--- src/rtl/pwq_pkg.sv ---
package pwq_pkg;
  localparam int SHW = 4;          // shift field, covers shifts 0..15
  localparam int NTAP = 2;
  localparam int NREG = 4;         // regions from sign and top magnitude bit
  localparam int NENT = NTAP * NREG;

  typedef struct packed {
    logic           sub;
    logic [SHW-1:0] sh;
  } tap_cfg_t;

  typedef enum logic [2:0] {
    RX_IDLE,
    RX_DATA,
    RX_TAP1,
    RX_TAP2,
    RX_DONE
  } rx_st_t;
endpackage

--- src/rtl/pwq_cfg_regs.sv ---
module pwq_cfg_regs
  import pwq_pkg::*;
#(
  parameter int DW = 16,
  parameter logic [DW-1:0] RESET_U = 16'hC000,
  parameter int AW = 4
) (
  input  logic           clk,
  input  logic           rst_n,
  input  logic           we_i,
  input  logic [AW-1:0]  addr_i,
  input  logic [DW-1:0]  wdata_i,
  output tap_cfg_t       tab_o [NENT],
  output logic [DW-1:0]  rpot_o
);
  localparam int CFGW = $bits(tap_cfg_t);

  tap_cfg_t      tab_q [NENT];
  logic [DW-1:0] rpot_q;

  always_ff @(posedge clk or negedge rst_n) begin
    if (!rst_n) begin
      for (int e = 0; e < NENT; e++) tab_q[e] <= '0;
      rpot_q <= RESET_U;
    end else if (we_i) begin
      for (int e = 0; e < NENT; e++)
        if (addr_i == AW'(e)) tab_q[e] <= tap_cfg_t'(wdata_i[CFGW-1:0]);
      if (addr_i == AW'(NENT)) rpot_q <= wdata_i;
    end
  end

  assign tab_o  = tab_q;
  assign rpot_o = rpot_q;

  // the reset potential moves only on a write to its own address
  a_r10_rpot_hold: assert property (@(posedge clk) disable iff (!rst_n)
    !(we_i && addr_i == AW'(NENT)) |=> $stable(rpot_q));
endmodule

--- src/rtl/pwq_tap_term.sv ---
module pwq_tap_term
  import pwq_pkg::*;
#(
  parameter int DW = 16
) (
  input  logic [DW-1:0]        u_i,
  input  tap_cfg_t             cfg_i,
  output logic signed [DW+1:0] term_o
);
  localparam int XW = DW + 2;

  logic signed [DW-1:0] vsh;
  logic signed [DW-1:0] shifted;

  always_comb begin
    vsh     = {~u_i[DW-2], ~u_i[DW-2], u_i[DW-3:0]};
    shifted = vsh >>> cfg_i.sh;
    term_o  = cfg_i.sub ? -XW'(shifted) : XW'(shifted);
  end
endmodule

--- src/rtl/pwq_rx.sv ---
module pwq_rx
  import pwq_pkg::*;
#(
  parameter int DW = 16,
  parameter int PERIOD = 38,
  parameter int CW = $clog2(PERIOD)
) (
  input  logic          clk,
  input  logic          rst_n,
  input  logic [CW-1:0] cnt_i,
  input  logic          dn_i,
  output logic [DW-1:0] word_o,
  output logic          tap1_o,
  output logic          tap2_o,
  output logic          miss_o
);
  localparam int IW = $clog2(DW);
  localparam int WIN_LO = 1;
  localparam int WIN_HI = PERIOD - 19;
  localparam int MISS_AT = PERIOD - 18;

  rx_st_t        st_q;
  logic [IW-1:0] idx_q;
  logic [DW-1:0] word_q;
  logic          in_win;

  assign in_win = (cnt_i >= CW'(WIN_LO)) && (cnt_i <= CW'(WIN_HI));

  always_ff @(posedge clk or negedge rst_n) begin
    if (!rst_n) begin
      st_q   <= RX_IDLE;
      idx_q  <= '0;
      word_q <= '0;
    end else begin
      unique case (st_q)
        RX_IDLE: if (dn_i && in_win) begin
          st_q  <= RX_DATA;
          idx_q <= '0;
        end
        RX_DATA: begin
          word_q[idx_q] <= dn_i;
          idx_q         <= idx_q + IW'(1);
          if (idx_q == IW'(DW - 1)) st_q <= RX_TAP1;
        end
        RX_TAP1: st_q <= RX_TAP2;
        RX_TAP2: st_q <= (cnt_i == CW'(PERIOD - 1)) ? RX_IDLE : RX_DONE;
        RX_DONE: if (cnt_i == CW'(PERIOD - 1)) st_q <= RX_IDLE;
        default: st_q <= RX_IDLE;
      endcase
    end
  end

  assign word_o = word_q;
  assign tap1_o = (st_q == RX_TAP1);
  assign tap2_o = (st_q == RX_TAP2);
  assign miss_o = (st_q == RX_IDLE) && (cnt_i == CW'(MISS_AT));

  // a packet only opens on a start bit seen inside the window
  a_r3_window: assert property (@(posedge clk) disable iff (!rst_n)
    (st_q == RX_DATA && $past(st_q) == RX_IDLE) |->
      ($past(cnt_i) >= CW'(WIN_LO) && $past(cnt_i) <= CW'(WIN_HI)));

  // every period starts with the receiver idle
  a_r3_idle_at_wrap: assert property (@(posedge clk) disable iff (!rst_n)
    (cnt_i == CW'(PERIOD - 1)) |=> (st_q == RX_IDLE));
endmodule

--- src/rtl/pwq_soma.sv ---
module pwq_soma
  import pwq_pkg::*;
#(
  parameter int DW = 16,
  parameter int NSYN = 10,
  parameter logic [DW-1:0] INIT_U = 16'hC000,
  parameter logic [DW-1:0] RESET_U = 16'hC000
) (
  input  logic          clk,
  input  logic          rst_n,
  input  logic          cfg_we,
  input  logic [3:0]    cfg_addr,
  input  logic [DW-1:0] cfg_wdata,
  input  logic          dn_i,
  output logic          up_o,
  output logic          spike_o,
  output logic          miss_o
);
  localparam int PERIOD = 2 * NSYN + 18;
  localparam int CW = $clog2(PERIOD);
  localparam int IW = $clog2(DW);
  localparam int XW = DW + 2;

  logic [CW-1:0]        cnt_q;
  logic [DW-1:0]        u_q;
  logic                 refr_q;
  logic signed [XW-1:0] part_q;
  tap_cfg_t             tab [NENT];
  logic [DW-1:0]        rpot;
  logic [DW-1:0]        rx_word;
  logic                 tap1, tap2;
  logic signed [XW-1:0] term [NTAP];
  logic signed [XW-1:0] wide2;
  logic                 pos_ovf, neg_ovf;

  // period counter
  always_ff @(posedge clk or negedge rst_n) begin
    if (!rst_n) cnt_q <= '0;
    else if (cnt_q == CW'(PERIOD - 1)) cnt_q <= '0;
    else cnt_q <= cnt_q + CW'(1);
  end

  // upstream serializer reads the held potential directly
  always_comb begin
    up_o = 1'b0;
    if (cnt_q == '0) up_o = 1'b1;
    else if (cnt_q <= CW'(DW)) up_o = u_q[IW'(cnt_q - CW'(1))];
  end

  pwq_cfg_regs #(.DW(DW), .RESET_U(RESET_U), .AW(4)) cfg_i (
    .clk     (clk),
    .rst_n   (rst_n),
    .we_i    (cfg_we),
    .addr_i  (cfg_addr),
    .wdata_i (cfg_wdata),
    .tab_o   (tab),
    .rpot_o  (rpot)
  );

  pwq_rx #(.DW(DW), .PERIOD(PERIOD), .CW(CW)) rx_i (
    .clk    (clk),
    .rst_n  (rst_n),
    .cnt_i  (cnt_q),
    .dn_i   (dn_i),
    .word_o (rx_word),
    .tap1_o (tap1),
    .tap2_o (tap2),
    .miss_o (miss_o)
  );

  for (genvar t = 0; t < NTAP; t++) begin : g_tap
    logic [2:0] sel;
    assign sel = {1'(t), u_q[DW-1], u_q[DW-2]};
    pwq_tap_term #(.DW(DW)) term_i (
      .u_i    (u_q),
      .cfg_i  (tab[sel]),
      .term_o (term[t])
    );
  end

  assign wide2   = part_q + term[1];
  assign pos_ovf = !wide2[XW-1] && (|wide2[XW-2:DW-1]);
  assign neg_ovf = wide2[XW-1] && !(&wide2[XW-2:DW-1]);
  assign spike_o = tap2 && !refr_q && pos_ovf;

  always_ff @(posedge clk or negedge rst_n) begin
    if (!rst_n) begin
      u_q    <= INIT_U;
      refr_q <= 1'b0;
      part_q <= '0;
    end else begin
      if (tap1) part_q <= XW'($signed(rx_word)) + term[0];
      if (tap2) begin
        if (refr_q) begin
          u_q    <= rpot;
          refr_q <= 1'b0;
        end else if (pos_ovf) begin
          u_q    <= {1'b0, wide2[DW-2:0]};
          refr_q <= 1'b1;
        end else if (neg_ovf) begin
          u_q <= {1'b1, {(DW-1){1'b0}}};
        end else begin
          u_q <= wide2[DW-1:0];
        end
      end
    end
  end

  // refractory update loads the reset potential and clears the mark
  a_r8_refr_load: assert property (@(posedge clk) disable iff (!rst_n)
    (tap2 && refr_q) |=> (u_q == $past(rpot) && !refr_q));

  // after a spike the stored value is positive and refractory is pending
  a_r7_sign_fix: assert property (@(posedge clk) disable iff (!rst_n)
    spike_o |=> (!u_q[DW-1] && refr_q));

  // a missed packet leaves potential and refractory mark alone
  a_r9_miss_hold: assert property (@(posedge clk) disable iff (!rst_n)
    miss_o |=> ($stable(u_q) && $stable(refr_q)));

  // the potential never changes while it is being sent upstream
  a_r2_tx_stable: assert property (@(posedge clk) disable iff (!rst_n)
    (cnt_q != '0 && cnt_q <= CW'(DW)) |-> $stable(u_q));
endmodule

--- config.mk ---
export PLATFORM = sky130hd
export DESIGN_NAME = pwq_soma
export DESIGN_NICKNAME = d
export VERILOG_FILES = /design/src/rtl/pwq_pkg.sv /design/src/rtl/pwq_cfg_regs.sv /design/src/rtl/pwq_tap_term.sv /design/src/rtl/pwq_rx.sv /design/src/rtl/pwq_soma.sv
export SDC_FILE = /design/constraint.sdc
export NUM_CORES = 1
export LEC_CHECK = 0
export BUFFER_PORTS_ARGS = -buffer_cell sky130_fd_sc_hd__buf_2
export CAP_MARGIN = 20
export CORE_AREA = 2 2 143 145
export DETAILED_ROUTE_END_ITERATION = 16
export DIE_AREA = 0 0 145 147
export PLACE_DENSITY_LB_ADDON = 0.3
export SETUP_SLACK_MARGIN = 0.02
export SLEW_MARGIN = 10
export SYNTH_ARGS = -nofsm -noshare
export SYNTH_HDL_FRONTEND = slang
export SYNTH_SLANG_ARGS = --single-unit
--- constraint.sdc ---
create_clock -name clk -period 11.2 [get_ports clk]
set_input_delay 3.36 -clock clk [delete_from_list [all_inputs] [get_ports clk]]
set_output_delay 3.36 -clock clk [all_outputs]
set_load 0.05 [all_outputs]
==> results of run 1 <==
==> cell families after synthesis <==
group	after synthesis	synth area share [%]
mux	165	20.74
xor+xnor	52	4.904
simple gates	303	15.44
compound gates	257	17.48
buf+inv	83	3.665
flops	120	31.36
fa+ha+maj	48	6.417
==> placed cells by master, fill, tap and decap left out, drive strengths merged, types with 17 or more instances in the layout <==
master  instances
dfrtp         116
nand2         105
mux2           87
nor2           79
o21ai          70
mux2i          60
a21oi          52
ha             46
inv            41
buf            35
a31oi          32
xnor2          28
nand3          25
xor2           23
mux4           18
a21o           18
nor3           18
clkbuf         17
==> worst reg2reg max path, stage by stage, from the launching register on <==
cell and delay (ns):
dfstp_2 0.55, buf_4 0.31, mux4_2 0.82, mux2i_1 0.47
o221ai_1 0.19, o211ai_1 0.20, o311ai_1 0.23, nor3_1 0.31
o2111a_1 0.34, nor2_1 0.07, xnor2_1 0.17, ha_1 0.34
and3_1 0.25, a221o_1 0.33, a21oi_1 0.17, o21ai_0 0.19
a2111oi_0 0.59, a211oi_1 0.13, a2111oi_2 0.37, buf_4 0.28
nor2_1 0.09, a31oi_1 0.35
==> state kept, by name (all words and copies together) (netlist names) <==
name and count:
u_q 16, cnt_q 6, refr_q 1, cfg_i.rpot_o 16, part_q 18, rx_i.word_o 16
rx_i.st_q 3, rx_i.idx_q 4, cfg_i.tab_o 40
==> worst paths after layout <==
check                                    start             end  slack [ns]  depth (start not counted)
worst max register to register         u_q[14]         u_q[14]        4.33                         21
worst max-delay path                   u_q[14]         spike_o        0.62                         22
max in group asynchronous                rst_n          refr_q        6.85                          2
worst min-delay path            cfg_i.tab_o[0]  cfg_i.tab_o[0]        0.50                          1
worst min register to register  cfg_i.tab_o[0]  cfg_i.tab_o[0]        0.50                          1
min in group asynchronous                rst_n   rx_i.idx_q[1]        2.95                          1
==> per-stage QoR <==
step | hold WS, ns | util (%) | setup WS (ns) | area (um2)
detailed placement | 0.4918 | 49.89 | 1.221 | 9899
global route | 0.5186 | 52.77 | 0.1623 | 10470
finish | 0.5008 | 52.77 | 0.6239 | 10470
floorplan | 0.4563 | - | 1.554 | 9593
CTS | 0.5085 | 52.77 | 0.7365 | 10470
global placement | 0.4847 | 49.89 | 1.352 | 9899
==> final cells by class <==
class | instances | area (um2)
clock buffers | 17 | 425.4
clock inverters | 15 | 147.6
fillers | 1802 | 9371
inverters | 32 | 120.1
multi-input cells | 825 | 6233
flip-flops and latches | 120 | 3008
well taps | 270 | 337.8
repair buffers | 35 | 200.2
==> routing by layer <==
metal | global-route usage (%) | vias to the layer above | part of all wire [%]
met4 | 7.673 | 0 | 2.0
met5 | 0 | - | 0
met3 | 4.720 | 44 | 5.2
li1 | - | 3816 | -
met2 | 38.21 | 247 | 46
met1 | 32.77 | 3911 | 47
==> impl_results.md, run 1 <==
- Pin count of the biggest net entering global routing: 74
- Inst Count DP: 1,282
- Site Rows: 52
- Post-synth EDFFs: 0
- Longest Clk Path Bufs: 2
- Tcrit/Tclk final: 94.43%
- Hpwl dp: 18,320 um
- Area leader, netlist: dfrtp_1
- Number of slew-limit violations in the final report: 0
- Mean Syn Cell Area: 9.332 um2
- Synth warn: 0
- Cell Count, Final, Fillers Out: 1,314
- Sinks on Clock Net: 120
- Mapped Area: between 0.009 and 0.01 mm2
- Synth Instances: just over 1,000
- Buf/Inv on CP: 3
- First-pass GRT wire length: slightly above 40,000 um
- Post-synthesis sequential area ratio: a little under a third
- Max_slew headroom: 36.23%
- Critical Path End Type: output pin
- Overall Global Routing Usage: 23.87%
- Vias/cell: 6.102
- CP cell instances: buf_4 > mux4_2 > mux2i_1 > o221ai_1 > o211ai_1 > o311ai_1 > nor3_1 > o2111a_1 > nor2_1 > xnor2_1 > ha_1 > and3_1 > a221o_1 > a21oi_1 > o211ai_1 > a221oi_1 > xnor2_1 > mux2i_1 > mux2i_1 > buf_4 > a21oi_1 > buf_2
- Worst-path clk slew: 0.06 ns
- Worst EP required: 7.84 ns
- Post-CTS Hold Buffers: 0
- Die area: 0.02132 mm2
- Hold Path Class: flop to flop
- Height of the die: 147 um
- CTS tree: done
- Drt pass-1 iters: 6
- Yosys cell types: 80
- Fin nets: ~1,100
- Total CTS buffers: 17
- Slowest-stage cell, CP: mux4_2
- Port Buf Inserts: 26
- DRT antenna net count: 0
- WL/cell: 18.92 um
- Post-CTS setup buffers: 0
- GPL Wtd Cong: 0.9883
- Layout cells sized above 1: 18.87%
- Post-CTS resize count: 0
- Net count after synthesis: 1,100
- Top-area cell type share of the netlist area: a little under a third
- Top_reg_cell synth: dfrtp_1
- CP dominant cell by count: mux2i_1
- Worst path top cell family by delay: compound AO/OA/AOI/OAI gates
- Die width: 145 um
- Initial antenna violation count: 0
- Largest stage delay on the critical path: 0.82 ns
- Synth top area cells: dfrtp_1 (30%), mux2_2 (10%), mux2i_1 (6.3%), ha_1 (6.0%), mux4_2 (4.2%)
- Asr flop ratio synth: 100.0%
- Number of remaining DRC errors: 0
- Setup TNS: 0 ns
- Final hold vios: 0
- GRT Residual Overflow: 0
- Boundary Pins: 27
- Number of diodes: 0
- H-tree depth: 4
- Top-count cell post-synth: dfrtp_1
- Commonest cells post-synth: dfrtp_1 (116), nand2_1 (105), mux2_2 (86), nor2_1 (78), o21ai_0 (66)
- Starting DRC count in detailed routing: 607
- Core area: 0.01984 mm2
- Root buffer cell: clkbuf_16
- Total wire length: 24,860 um
- Outcome: finished, final reports clean
- Max Clock Freq: 0.09455 GHz
- Worst-Skew Late Latency: 0.43 ns
- RSZ-0062 raised after global routing: false
- Skew final: around 0.014 ns
- Number of global-route vias before repair: 7,744
- Min Tclk post-route: 10.58 ns
- Startpoint class of the critical path: flop
- Max Cap Viol: 0
- Initial Util: roughly 48%
- CP arrival: 7.22 ns
- Final setup fails: 0
- Register bit total from synthesis: 120
- Area delta synth->final: 9.169%
- Max FO, Critical Path: 28
- Critical path type: flop to output pin
- Worst slew pin tran: 0.9565 ns
- Total number of vias: about 8,000
Power of run 1 is not shown: default switching activity piles up to over one toggle a cycle in this logic, so the estimate is an artifact.
==> inputs of run 2 (changes only) <==
--- a/config.mk
+++ b/config.mk
@@ -11,6 +11,7 @@
 export DETAILED_ROUTE_END_ITERATION = 16
 export DIE_AREA = 0 0 145 147
 export PLACE_DENSITY_LB_ADDON = 0.3
+export REMOVE_ABC_BUFFERS = 1
 export SETUP_SLACK_MARGIN = 0.02
 export SLEW_MARGIN = 10
 export SYNTH_ARGS = -nofsm -noshare
==> impl_results.md, run 2 (synthesized netlist as in run 1, its figures left out) <==
- FF/Latch Area: 0.003008 mm2 (unchanged)
- Outcome: finished, final reports clean (unchanged)
- Post-CTS setup buffers: 0 (unchanged)
- Core area: 0.01984 mm2 (unchanged)
- Boundary Pins: 27 (unchanged)
- Max Clock Freq: 0.09483 GHz (was 0.09455 GHz)
- First-pass GRT wire length: 39,150 um (was 40,900 um)
- CTS tree: done (unchanged)
- Critical path type: flop to output pin (unchanged)
- Fillcell total: 1,832 (was 1,802)
- Area occupied by multi-input gates: 0.006240 mm2 (was 0.006233 mm2)
- Number of slew-limit violations in the final report: 0 (unchanged)
- RSZ-0062 raised after global routing: false (unchanged)
- GRT Residual Overflow: 0 (unchanged)
- DRT antenna net count: 0 (unchanged)
- Most frequent cells in the layout: dfrtp_1 (116), nand2_1 (105), mux2_2 (86), nor2_1 (78), o21ai_0 (66) (unchanged)
- Initial Util: 48.34% (unchanged)
- Tcrit/Tclk final: 94.15% (was 94.43%)
- Die area: 0.02132 mm2 (unchanged)
- Hold Path Class: flop to flop (unchanged)
- Worst EP required: 7.84 ns (about the same)
- Setup TNS: 0 ns (unchanged)
- Die width: 145 um (unchanged)
- Worst-path clk slew: 0.05 ns (was 0.06 ns)
- Total wire length: 24,070 um (was 24,860 um)
- Hpwl dp: 17,590 um (was 18,320 um)
- Height of the die: 147 um (unchanged)
- Root buffer cell: clkbuf_16 (unchanged)
- Final hold vios: 0 (unchanged)
- Max FO, Critical Path: 35 (was 28)
- Layout cells sized above 1: 18.77% (was 18.87%)
- Min Tclk post-route: 10.54 ns (was 10.58 ns)
- Port Buf Inserts: 26 (unchanged)
- End-of-flow core utilization: 53.23% (was 52.77%)
- Hold path depth: 2 (was 1)
- Max Cap Viol: 0 (unchanged)
- Skew final: 0.008715 ns (was 0.01448 ns)
- Pin count of the biggest net entering global routing: 63 (was 74)
- GPL Wtd Cong: 0.9609 (was 0.9883)
- Site Rows: 52 (unchanged)
- Number of global-route vias before repair: 7,382 (was 7,744)
- Critical Path End Type: output pin (unchanged)
- Startpoint class of the critical path: flop (unchanged)
- Number of diodes: 0 (unchanged)
- Worst hold margin: 0.4906 ns (was 0.5008 ns)
- Longest Clk Path Bufs: 2 (unchanged)
- Worst slew pin tran: 0.8942 ns (was 0.9565 ns)
- Initial antenna violation count: 0 (unchanged)
- WL/cell: 18.31 um (was 18.92 um)
- Starting DRC count in detailed routing: 823 (was 607)
- Max reg flops: 40 (unchanged)
- Sinks on Clock Net: 120 (unchanged)
- Worst-Skew Late Latency: 0.42 ns (was 0.43 ns)
- Total number of vias: 7,984 (was 8,018)
- CP arrival: 7.18 ns (was 7.22 ns)
- Fin nets: 1,103 (unchanged)
- Overall Global Routing Usage: 22.97% (was 23.87%)
- Vias/cell: 6.076 (was 6.102)
- H-tree depth: 4 (unchanged)
- Drt pass-1 iters: 6 (unchanged)
- Area delta synth->final: 10.12% (was 9.169%)
- Number of remaining DRC errors: 0 (unchanged)
- Max_slew headroom: 40.26% (was 36.23%)
- Reg2Reg Depth: 20 (was 21)
- Most common cell after layout, fill and taps aside: dfrtp_1 (unchanged)
- Final setup fails: 0 (unchanged)
- Total CTS buffers: 17 (unchanged)
==> run 2: worst max-delay path, cell delays in order (launching register included) <==
cell       delay, ns
dfstp_2         0.60
buf_4           0.42
mux4_2          0.83
mux2i_1         0.51
mux2i_1         0.24
o221ai_1        0.35
nor2b_1         0.21
nand4bb_2       0.24
o21ai_0         0.26
xor2_1          0.22
ha_1            0.30
and3_1          0.22
a221o_1         0.33
a21oi_1         0.17
o211ai_1        0.13
a221oi_2        0.45
xnor2_1         0.24
mux2i_1         0.22
mux2i_1         0.09
buf_4           0.23
a21oi_1         0.19
buf_2           0.29
==> run 2: repair_timing <==
action / 4_1_cts / 5_1_grt
endpoints found under the setup margin: 0 / 1
hold buffers: 0 / 0
resized for setup: 0 / 1
==> run 2: metal layers <==
layer	wire (um)	share of wire, %	track usage, %
met1	11040	46	32.20
met2	11270	47	36.40
met3	1158	4.8	3.727
met4	591	2.5	7.822
met5	0	0	0
==> run 2: worst paths after layout <==
| check | startpoint | endpoint | slack, ns |
|---|---|---|---|
| max in group asynchronous | rst_n | cfg_i.tab_o[11] | 6.90 |
| setup / recovery | u_q[14] | spike_o | 0.66 |
| setup reg to reg | u_q[14] | u_q[14] | 4.00 |
| min in group asynchronous | rst_n | rx_i.idx_q[0] | 3.02 |
| hold reg to reg | part_q[13] | part_q[13] | 0.49 |
| hold / removal | part_q[13] | part_q[13] | 0.49 |
==> run 2: cell type report <==
type                       count  share of cell area [%]
clock inverter                11                   1.836
multi-input combinational    825                   59.07
tap                          270                   3.198
timing repair buffer          35                   1.931
clock buffer                  21                   4.359
sequential                   120                   28.47
inverter                      32                   1.137
==> run 2: through the flow <==
stage	cells	area (um2)	setup WS, ns
4_1_cts	1313	10550	0.5191
3_3_place_gp	1281	9892	1.179
2_1_floorplan	977	9361	0.8312
6_report	1314	10560	0.6554
3_5_place_dp	1281	9892	0.9694
5_1_grt	1314	10560	0.1451
Power of run 2 is left out for the same reason.
==> inputs of run 3 (changes only) <==
--- a/config.mk
+++ b/config.mk
@@ -5,15 +5,14 @@
 export SDC_FILE = /design/constraint.sdc
 export NUM_CORES = 1
 export LEC_CHECK = 0
-export BUFFER_PORTS_ARGS = -buffer_cell sky130_fd_sc_hd__buf_2
 export CAP_MARGIN = 20
 export CORE_AREA = 2 2 143 145
 export DETAILED_ROUTE_END_ITERATION = 16
 export DIE_AREA = 0 0 145 147
+export DONT_BUFFER_PORTS = 1
 export PLACE_DENSITY_LB_ADDON = 0.3
 export REMOVE_ABC_BUFFERS = 1
 export SETUP_SLACK_MARGIN = 0.02
-export SLEW_MARGIN = 10
 export SYNTH_ARGS = -nofsm -noshare
 export SYNTH_HDL_FRONTEND = slang
 export SYNTH_SLANG_ARGS = --single-unit
==> impl_results.md, run 3 (synthesized netlist as in run 1, its figures left out) <==
- Slowest-stage cell, CP: dfstp_2 (was mux4_2)
- Tcrit/Tclk final: 93.48% (was 94.15%)
- Max_slew headroom: 40.46% (was 40.26%)
- Post-CTS setup buffers: 0 (unchanged)
- GPL Wtd Cong: 0.9461 (was 0.9609)
- Max Cap Viol: 0 (unchanged)
- Drt pass-1 iters: 5 (was 6)
- DRT antenna net count: 0 (unchanged)
- Initial Util: 48.34% (unchanged)
- Most common cell after layout, fill and taps aside: dfrtp_1 (unchanged)
- Worst-path clk slew: 0.06 ns (was 0.05 ns)
- Final setup fails: 0 (unchanged)
- Number of diodes: 0 (unchanged)
- Layout cells sized above 1: 16.88% (was 18.77%)
- Number of global-route vias before repair: 7,337 (was 7,382)
- Outcome: finished, final reports clean (unchanged)
- Total CTS buffers: 17 (unchanged)
- Startpoint class of the critical path: flop (unchanged)
- Vias/cell: 6.040 (was 6.076)
- CP arrival: 7.11 ns (was 7.18 ns)
- Total wire length: 24,470 um (was 24,070 um)
- Worst path top cell family by delay: compound AO/OA/AOI/OAI gates (was multiplexers)
- GRT Residual Overflow: 0 (unchanged)
- Worst slew pin tran: 0.8871 ns (was 0.8942 ns)
- Post-route cell area: 0.01040 mm2 (was 0.01056 mm2)
- Initial antenna violation count: 0 (unchanged)
- CP cell instances: mux4_2 > mux4_2 > a211o_1 > o211ai_1 > o311ai_1 > nor3_1 > o2111a_1 > nor2_1 > xnor2_1 > ha_1 > and3_1 > a221o_1 > a21oi_1 > o211ai_1 > a221oi_1 > xnor2_1 > mux2i_1 > mux2i_1 > buf_4 > a21oi_1 > buf_4 (was buf_4 > mux4_2 > mux2i_1 > mux2i_1 > o221ai_1 > nor2b_1 > nand4bb_2 > o21ai_0 > xor2_1 > ha_1 > and3_1 > a221o_1 > a21oi_1 > o211ai_1 > a221oi_2 > xnor2_1 > mux2i_1 > mux2i_1 > buf_4 > a21oi_1 > buf_2)
- Setup TNS: 0 ns (unchanged)
- Max reg flops: 40 (unchanged)
- CTS tree: done (unchanged)
- Pin count of the biggest net entering global routing: 121 (was 63)
- Post-CTS resize count: 0 (unchanged)
- RSZ-0062 raised after global routing: false (unchanged)
- Boundary Pins: 27 (unchanged)
- First-pass GRT wire length: 39,390 um (was 39,150 um)
- Port Buf Inserts: 0 (was 26)
- Post-CTS Hold Buffers: 0 (unchanged)
- Critical Path End Type: output pin (unchanged)
- Final hold vios: 0 (unchanged)
- Worst-Skew Late Latency: 0.43 ns (was 0.42 ns)
- Skew final: 0.01453 ns (was 0.008715 ns)
- Max FO, Critical Path: 23 (was 35)
- Max Clock Freq: 0.09552 GHz (was 0.09483 GHz)
- Die width: 145 um (unchanged)
- Critical path type: flop to output pin (unchanged)
- Largest stage delay on the critical path: 0.79 ns (was 0.83 ns)
- Sinks on Clock Net: 120 (unchanged)
- Die area: 0.02132 mm2 (unchanged)
- Fin nets: 1,079 (was 1,103)
- WL/cell: 18.99 um (was 18.31 um)
- Total number of vias: 7,786 (was 7,984)
- Starting DRC count in detailed routing: 701 (was 823)
- Number of slew-limit violations in the final report: 0 (unchanged)
- Most frequent cells in the layout: dfrtp_1 (116), nand2_1 (105), mux2_2 (86), nor2_1 (78), o21ai_0 (66) (unchanged)
- Overall Global Routing Usage: 23.26% (was 22.97%)
- Site Rows: 52 (unchanged)
- Min Tclk post-route: 10.47 ns (was 10.54 ns)
- Area delta synth->final: 8.439% (was 10.12%)
- Root buffer cell: clkbuf_16 (unchanged)
- Hpwl dp: 17,780 um (was 17,590 um)
- Buf/Inv on CP: 2 (was 3)
- Core area: 0.01984 mm2 (unchanged)
- Longest Clk Path Bufs: 2 (unchanged)
- Number of remaining DRC errors: 0 (unchanged)
- Worst EP required: 7.84 ns (about the same)
- Height of the die: 147 um (unchanged)
- H-tree depth: 4 (unchanged)
- Placed cell areas: 0.009774 mm2 (was 0.009892 mm2)
- Hold Path Class: flop to flop (unchanged)
==> run 3: cell count changes in the layout (fill, tap and decap cells not counted), moves of 2 or more <==
cell / previous run / this run
clkinvlp_4: 1 / 5
clkinv_4: 2 / 0
clkbuf_1: 2 / 0
bufinv_16: 5 / 3
buf_2: 25 / 0
==> run 3: per-layer routing <==
layer / vias up / global-route usage, % / share of wire (%) / wire [um]
met1: 3799 / 32.58 / 47 / 11580
li1: 3771 / - / - / -
met2: 187 / 36.90 / 46 / 11360
met3: 29 / 4.348 / 4.5 / 1106
met4: 0 / 6.980 / 1.7 / 422
met5: - / 0 / 0 / 0
==> run 3: final timing paths <==
path                                 start                to  slack (ns)  cells past startpoint
setup / recovery                   u_q[15]           spike_o        0.73                     21
max in group asynchronous            rst_n  cfg_i.rpot_o[15]        8.32                      0
hold / removal             cfg_i.tab_o[34]   cfg_i.tab_o[34]        0.50                      1
setup reg to reg                   u_q[15]           u_q[14]        4.16                     20
min in group asynchronous            rst_n     rx_i.idx_q[0]        2.62                      0
hold reg to reg            cfg_i.tab_o[34]   cfg_i.tab_o[34]        0.50                      1
==> run 3: cell type report <==
type / count / area (um2)
Inverter: 32 / 120.1
Clock buffer: 20 / 466.7
Fill cell: 1833 / 9442
Clock inverter: 11 / 146.4
Timing Repair Buffer: 11 / 90.09
Tap cell: 270 / 337.8
Multi-Input combinational cell: 825 / 6233
Sequential cell: 120 / 3008
==> run 3: through the flow <==
stage	instances	hold WS, ns	utilization, %	worst slack, ns
6_report	1289	0.5041	52.42	0.7308
5_1_grt	1289	0.5231	52.42	0.2985
4_1_cts	1288	0.5064	52.35	0.8018
3_5_place_dp	1257	0.4893	49.26	1.284
3_3_place_gp	1257	0.4793	49.26	1.397
2_1_floorplan	977	0.4563	-	0.8312
Power of run 3 is left out for the same reason.
